===== src/rtl/spi_wel_pkg.sv =====
package spi_wel_pkg;
   localparam int OPC_W = 8;
   typedef logic [OPC_W-1:0] opc_t;

   localparam opc_t OPC_SET_EN  = 8'h06;
   localparam opc_t OPC_CLR_EN  = 8'h04;
   localparam opc_t OPC_MEM_WR  = 8'h02;
   localparam opc_t OPC_STAT_WR = 8'h01;
endpackage


===== src/rtl/spi_wel_sync.sv =====
module spi_wel_sync #(
   parameter int STAGES = 2
) (
   input  logic clk,
   input  logic rst_n,
   input  logic cs_n_i,
   input  logic sclk_i,
   input  logic mosi_i,
   input  logic wp_n_i,
   output logic cs_q,
   output logic mosi_q,
   output logic wp_q,
   output logic sclk_rise,
   output logic cs_rise
);
   localparam int W = 4;
   localparam logic [W-1:0] IDLE = 4'b1001; // {wp_n, mosi, sclk, cs_n}

   logic [W-1:0] pins_in, pins_q;
   logic         sclk_d, cs_d;

   assign pins_in = {wp_n_i, mosi_i, sclk_i, cs_n_i};

   if (STAGES < 0 || STAGES > 8) begin : g_bad_depth
      $error("spi_wel_sync: STAGES must be 0..8");
   end

   if (STAGES == 0) begin : g_direct
      assign pins_q = pins_in;
   end else begin : g_chain
      logic [W-1:0] stg [STAGES];
      always_ff @(posedge clk or negedge rst_n) begin
         if (!rst_n) begin
            for (int i = 0; i < STAGES; i++) stg[i] <= IDLE;
         end else begin
            stg[0] <= pins_in;
            for (int i = 1; i < STAGES; i++) stg[i] <= stg[i-1];
         end
      end
      assign pins_q = stg[STAGES-1];
   end

   always_ff @(posedge clk or negedge rst_n) begin
      if (!rst_n) begin
         sclk_d <= 1'b0;
         cs_d   <= 1'b1;
      end else begin
         sclk_d <= pins_q[1];
         cs_d   <= pins_q[0];
      end
   end

   assign cs_q      = pins_q[0];
   assign mosi_q    = pins_q[2];
   assign wp_q      = pins_q[3];
   assign sclk_rise = pins_q[1] & ~sclk_d;
   assign cs_rise   = pins_q[0] & ~cs_d;
endmodule


===== src/rtl/spi_wel_shift.sv =====
module spi_wel_shift #(
   parameter int BITS = 8,
   localparam int CW = $clog2(BITS + 2)
) (
   input  logic            clk,
   input  logic            rst_n,
   input  logic            cs_q,
   input  logic            sclk_rise,
   input  logic            mosi_q,
   output logic [BITS-1:0] shreg,
   output logic            exact,
   output logic            byte_done
);
   localparam logic [CW-1:0] LAST = CW'(BITS - 1);
   localparam logic [CW-1:0] FULL = CW'(BITS);
   localparam logic [CW-1:0] OVER = CW'(BITS + 1);

   logic [CW-1:0] cnt;

   if (BITS < 2) begin : g_bad_bits
      $error("spi_wel_shift: BITS must be at least 2");
   end

   always_ff @(posedge clk or negedge rst_n) begin
      if (!rst_n) begin
         shreg     <= '0;
         cnt       <= '0;
         byte_done <= 1'b0;
      end else if (cs_q) begin
         shreg     <= '0;
         cnt       <= '0;
         byte_done <= 1'b0;
      end else begin
         byte_done <= 1'b0;
         if (sclk_rise) begin
            if (cnt < FULL) shreg <= {shreg[BITS-2:0], mosi_q};
            if (cnt != OVER) cnt <= cnt + 1'b1;
            byte_done <= (cnt == LAST);
         end
      end
   end

   assign exact = (cnt == FULL);

   assert_idle_restart_R12: assert property (@(posedge clk) disable iff (!rst_n)
      cs_q |=> (cnt == '0 && !byte_done));
   assert_done_on_eighth_R2: assert property (@(posedge clk) disable iff (!rst_n)
      byte_done |-> exact);
endmodule


===== src/rtl/spi_wel_cmd.sv =====
module spi_wel_cmd
   import spi_wel_pkg::*;
(
   input  logic clk,
   input  logic rst_n,
   input  logic byte_done,
   input  opc_t opcode,
   input  logic permit,
   output logic mem_go,
   output logic stat_go
);
   always_ff @(posedge clk or negedge rst_n) begin
      if (!rst_n) begin
         mem_go  <= 1'b0;
         stat_go <= 1'b0;
      end else begin
         mem_go  <= byte_done && permit && (opcode == OPC_MEM_WR);
         stat_go <= byte_done && permit && (opcode == OPC_STAT_WR);
      end
   end

   assert_mem_go_single_R6: assert property (@(posedge clk) disable iff (!rst_n)
      mem_go |=> !mem_go);
   assert_stat_go_single_R7: assert property (@(posedge clk) disable iff (!rst_n)
      stat_go |=> !stat_go);
endmodule


===== src/rtl/spi_wel_ctrl.sv =====
module spi_wel_ctrl
   import spi_wel_pkg::*;
#(
   parameter int SYNC_STAGES = 2
) (
   input  logic clk,
   input  logic rst_n,
   input  logic cs_n,
   input  logic sclk,
   input  logic mosi,
   input  logic wp_n,
   input  logic wr_done,
   input  logic sr_done,
   output logic wel,
   output logic write_permit,
   output logic mem_go,
   output logic stat_go
);
   logic cs_q, mosi_q, wp_q, sclk_rise, cs_rise;
   logic exact, byte_done;
   opc_t opcode;
   logic wel_q;

   spi_wel_sync #(.STAGES(SYNC_STAGES)) u_sync (
      .clk(clk), .rst_n(rst_n),
      .cs_n_i(cs_n), .sclk_i(sclk), .mosi_i(mosi), .wp_n_i(wp_n),
      .cs_q(cs_q), .mosi_q(mosi_q), .wp_q(wp_q),
      .sclk_rise(sclk_rise), .cs_rise(cs_rise)
   );

   spi_wel_shift #(.BITS(OPC_W)) u_shift (
      .clk(clk), .rst_n(rst_n),
      .cs_q(cs_q), .sclk_rise(sclk_rise), .mosi_q(mosi_q),
      .shreg(opcode), .exact(exact), .byte_done(byte_done)
   );

   // Clear events outrank the commit of the enable instruction.
   always_ff @(posedge clk or negedge rst_n) begin
      if (!rst_n) begin
         wel_q <= 1'b0;
      end else if (!wp_q || wr_done || sr_done) begin
         wel_q <= 1'b0;
      end else if (cs_rise && exact) begin
         if (opcode == OPC_SET_EN)      wel_q <= 1'b1;
         else if (opcode == OPC_CLR_EN) wel_q <= 1'b0;
      end
   end

   assign write_permit = wel_q & wp_q;
   assign wel          = wel_q;

   spi_wel_cmd u_cmd (
      .clk(clk), .rst_n(rst_n),
      .byte_done(byte_done), .opcode(opcode), .permit(write_permit),
      .mem_go(mem_go), .stat_go(stat_go)
   );

   assert_set_only_by_enable_R2: assert property (@(posedge clk) disable iff (!rst_n)
      $rose(wel_q) |-> $past(cs_rise && exact && opcode == OPC_SET_EN));
   assert_done_clears_R8: assert property (@(posedge clk) disable iff (!rst_n)
      (wr_done || sr_done) |=> !wel_q);
   assert_protect_clears_R9: assert property (@(posedge clk) disable iff (!rst_n)
      !wp_q |=> !wel_q);
   assert_hold_in_frame_R5: assert property (@(posedge clk) disable iff (!rst_n)
      (!cs_rise && wp_q && !wr_done && !sr_done) |=> $stable(wel_q));
   assert_bad_length_R4: assert property (@(posedge clk) disable iff (!rst_n)
      (cs_rise && !exact && wp_q && !wr_done && !sr_done) |=> $stable(wel_q));
   assert_go_needs_enable_R6: assert property (@(posedge clk) disable iff (!rst_n)
      (mem_go || stat_go) |-> $past(write_permit));
endmodule


===== config.mk =====
export PLATFORM = sky130hd
export DESIGN_NAME = spi_wel_ctrl
export DESIGN_NICKNAME = d
export VERILOG_FILES = /design/src/rtl/spi_wel_pkg.sv /design/src/rtl/spi_wel_sync.sv /design/src/rtl/spi_wel_shift.sv /design/src/rtl/spi_wel_cmd.sv /design/src/rtl/spi_wel_ctrl.sv
export SDC_FILE = /design/constraint.sdc
export NUM_CORES = 1
export LEC_CHECK = 0
export BUFFER_PORTS_ARGS = -buffer_cell sky130_fd_sc_hd__buf_2
export CORE_MARGIN = 4
export CORE_UTILIZATION = 45
export CTS_BUF_LIST = sky130_fd_sc_hd__clkbuf_16
export CTS_CLUSTER_DIAMETER = 200
export DETAILED_ROUTE_END_ITERATION = 8
export PLACE_DENSITY = 0.72
export SYNTH_ARGS = -nofsm -noshare
export SYNTH_HDL_FRONTEND = slang
export SYNTH_SLANG_ARGS = --single-unit

===== constraint.sdc =====
create_clock -name clk -period 2.77 [get_ports clk]
set_clock_uncertainty 0.15 [all_clocks]
set_input_delay 0.4155 -clock clk [delete_from_list [all_inputs] [get_ports clk]]
set_output_delay 0.4155 -clock clk [all_outputs]
set_load 0.03 [all_outputs]

==> impl_metrics.yaml <==
route:
  viasPerCell: 5.08
  drtPass1Iterations: 4
  drcViolationCount: 0
  routedWlPerCell_um: 12.7
  drt-initial-drc-count: 12
  finalWirelength_um: 1510
  drtAntennaViolNets: 0
  vias: 604
synthesis:
  synth_warnings: 0
  seq_area_frac_synth_pct: 64.4
  syn_inst: 78
  synth-seq-cells: 26
  yosysMostFrequentCell: "dfrtp_1"
  synth.area.top_cells: "dfrtp_1 (52%), dfstp_2 (13%), mux2i_1 (7.9%)"
  async_flop_share_pct: 100
  synth.cell_area_um2: 1020
  synth_common_cells: "dfrtp_1 (21), nor2_1 (12), mux2i_1 (8)"
  syn_nets: 89
  synth_area_leader_cell: "dfrtp_1"
  yosysUniqueCellTypes: 27
  synth.top_cell.area_share_pct: 51.5
  ys_dominant_reg_cell: "dfrtp_1"
  syn_avg_cell_area_um2: 13.1
  synth_edf_count: 0
clock_tree:
  path_clk_slew_ns: 0.06
  numCtsBuffers: 3
  clock_sinks: 26
  clk_latency_ns: 0.25
  tritoncts: "built"
  root_buffer: "clkbuf_16"
  clockBufferDepth: 2
  cts.repair.resized: 0
  htree_levels: 1
  postCtsSetupBuffers: 0
  postCtsHoldBufs: 0
grt:
  grt_pass1_wl_um: 2750
  gr-total-overflow: 0
  grt_pass1_vias: 625
  grt_start_max_net_pins: 27
  antenna_found_initial: 0
  grt_usage_pct: 11.3
finish:
  final_area_um2: 1210
  layout-drive-gt1-share_pct: 25.0
  area_delta_synth_final_pct: 18.7
  antenna_cells: 0
  fin_nets: 104
  layout.cells.non_filler: 119
setup_path:
  critPathMaxStageDelay_ns: 0.69
  end_kind: "register"
  critPathLaunchType: "register"
  crit_slowest_cell: "dfstp_2"
  crit_start: "u_sync.pins_q[0]$_DFF_PN1_"
  cp.arrival_ns: 1.79
  cp.required_ns: 2.77
  critPathKind: "register to register"
  r2r-start: "u_sync.pins_q[0]$_DFF_PN1_"
  crit_chain: "nand4b_1 > nor4b_1 > a21boi_0 > o211a_1"
  crit_fanout: 15
sta:
  final.min_clock_period_ns: 1.79
  finalSetupViolCount: 0
  post-route-period-util_pct: 64.6
  finalHoldViolCount: 13
  worst_pin_slew_ns: 0.554
  worst_slack_ns: 0.980
  rsz0062_at_grt: "no"
  tns_ns: 0
  fmaxAchievable_mhz: 559
  slew_headroom_pct: 63.0
  holdWs_ns: -0.00575
  slew_violations: 0
pwr:
  p_clk_share_pct: 48.5
  power_density_nw_per_um2: 692
  intPower_uw: 692
  power_switching_uw: 145
  power_frac_comb_pct: 3.4
  seq_power_share_pct: 48.1
  leakagePower_nw: 0.590
  p_sw_share_pct: 17.3
  ir_drop_uv: 584
status:
  outcome: "complete, but fails checks"
  violations: "hold timing"
floorplanning:
  die_h_um: 55.6
  die_x_um: 55.6
  pin_count: 12
  rows: 16
  coreArea_um2: 2060
  initial_core_util_pct: 49.5
  die_area_um2: 3090
place:
  place_ws_ns: 1.03
  portBuffers: 11
  gp_congestion: 0.679
  place_area_um2: 1100
  place.detailed.hpwl_um: 1110
  place_inst: 115
hold_path:
  hold_class: "input pin to async pin"
job:
  drv_cap: 0
path summary, 6_finish.rpt:
| kind | to | slack, ns | cells past startpoint |
|---|---|---|---|
| setup / recovery | wel$_DFFE_PN0P_ | 0.98 | 4 |
| hold / removal | u_cmd.stat_go$_DFF_PN0_ | -0.006 | 1 |
| setup reg to reg | wel$_DFFE_PN0P_ | 0.98 | 4 |
| hold reg to reg | u_sync.pins_q[2]$_DFF_PN0_ | 0.20 | 0 |
| max in group asynchronous | u_sync.cs_d$_DFF_PN1_ | 2.10 | 1 |
| min in group clk | u_sync.g_chain.stg[4]$_DFF_PN1_ | 0.11 | 1 |
power groups by stage:
stage	clock network, mW	logic (mW)	registers [mW]
3_3_place_gp	0	0.0291	0.408
2_1_floorplan	0	0.0167	0.405
5_1_grt	0.431	0.0339	0.404
6_report	0.406	0.0289	0.402
3_5_place_dp	0	0.0302	0.409
4_1_cts	0.415	0.0304	0.402
critical path: cells and delay by family, from the launching register on:
kind,cells,cell delay [ns]
simple gates,2,0.48
flops,1,0.69
compound gates,2,0.37
final cells by class:
cell class / instances / area [um^2]
Tap cell: 27 / 33.8
Clock buffer: 3 / 75.1
Timing Repair Buffer: 11 / 55.1
Clock inverter: 1 / 30.0
Inverter: 2 / 7.51
Multi-Input combinational cell: 49 / 352
Sequential cell: 26 / 657
Fill cell: 166 / 852
state kept, by name, summed over array words and instances, names as in the netlist:
| register | count |
|---|---|
| u_sync.sclk_d | 1 |
| wel | 1 |
| u_sync.cs_d | 1 |
| u_shift.shreg | 8 |
| u_cmd.mem_go | 1 |
| u_shift.byte_done | 1 |
| u_sync.pins_q | 4 |
| u_shift.cnt | 4 |
| u_cmd.stat_go | 1 |
| u_sync.g_chain.stg | 4 |
cell families (layout without fill, tap and decap cells):
group / after synthesis / count (layout) / synth area share [%]
AOI/OAI and AO/OA: 4 / 4 / 2.70
and+or+nand+nor: 31 / 31 / 17.7
adders and majority gates: 3 / 3 / 3.68
DFF: 26 / 26 / 64.4
xor gates and xnor gates: 3 / 3 / 2.58
buffers and inverters: 3 / 17 / 1.10
muxes: 8 / 8 / 7.85
metal layers:
layer | GRT usage, % | wire length, um | vias up
met2 | 17.4 | 697 | 13
met1 | 14.2 | 704 | 297
met5 | 0 | 0 | -
met4 | 3.13 | 7 | 0
met3 | 5.57 | 100 | 2
li1 | - | - | 292
metrics by stage:
step,utilization (%),power (mW)
2_1_floorplan,-,0.422
3_3_place_gp,53.6,0.437
3_5_place_dp,53.6,0.439
4_1_cts,58.7,0.848
5_1_grt,58.7,0.869
6_report,58.7,0.837
cell usage in the layout, fill, tap and decap left out, types with 2 or more instances in the layout:
master and n:
and2_1 2, clkbuf_16 3, buf_2 11, inv_1 2, nor2_2 2, nor2_1 12, and3b_1 2, mux2i_1 8
xnor2_1 2, dfrtp_1 21, ha_1 3, dfstp_2 5, nor2b_1 2, a21oi_1 2
Note: power is estimated with default switching activity, not from simulation.
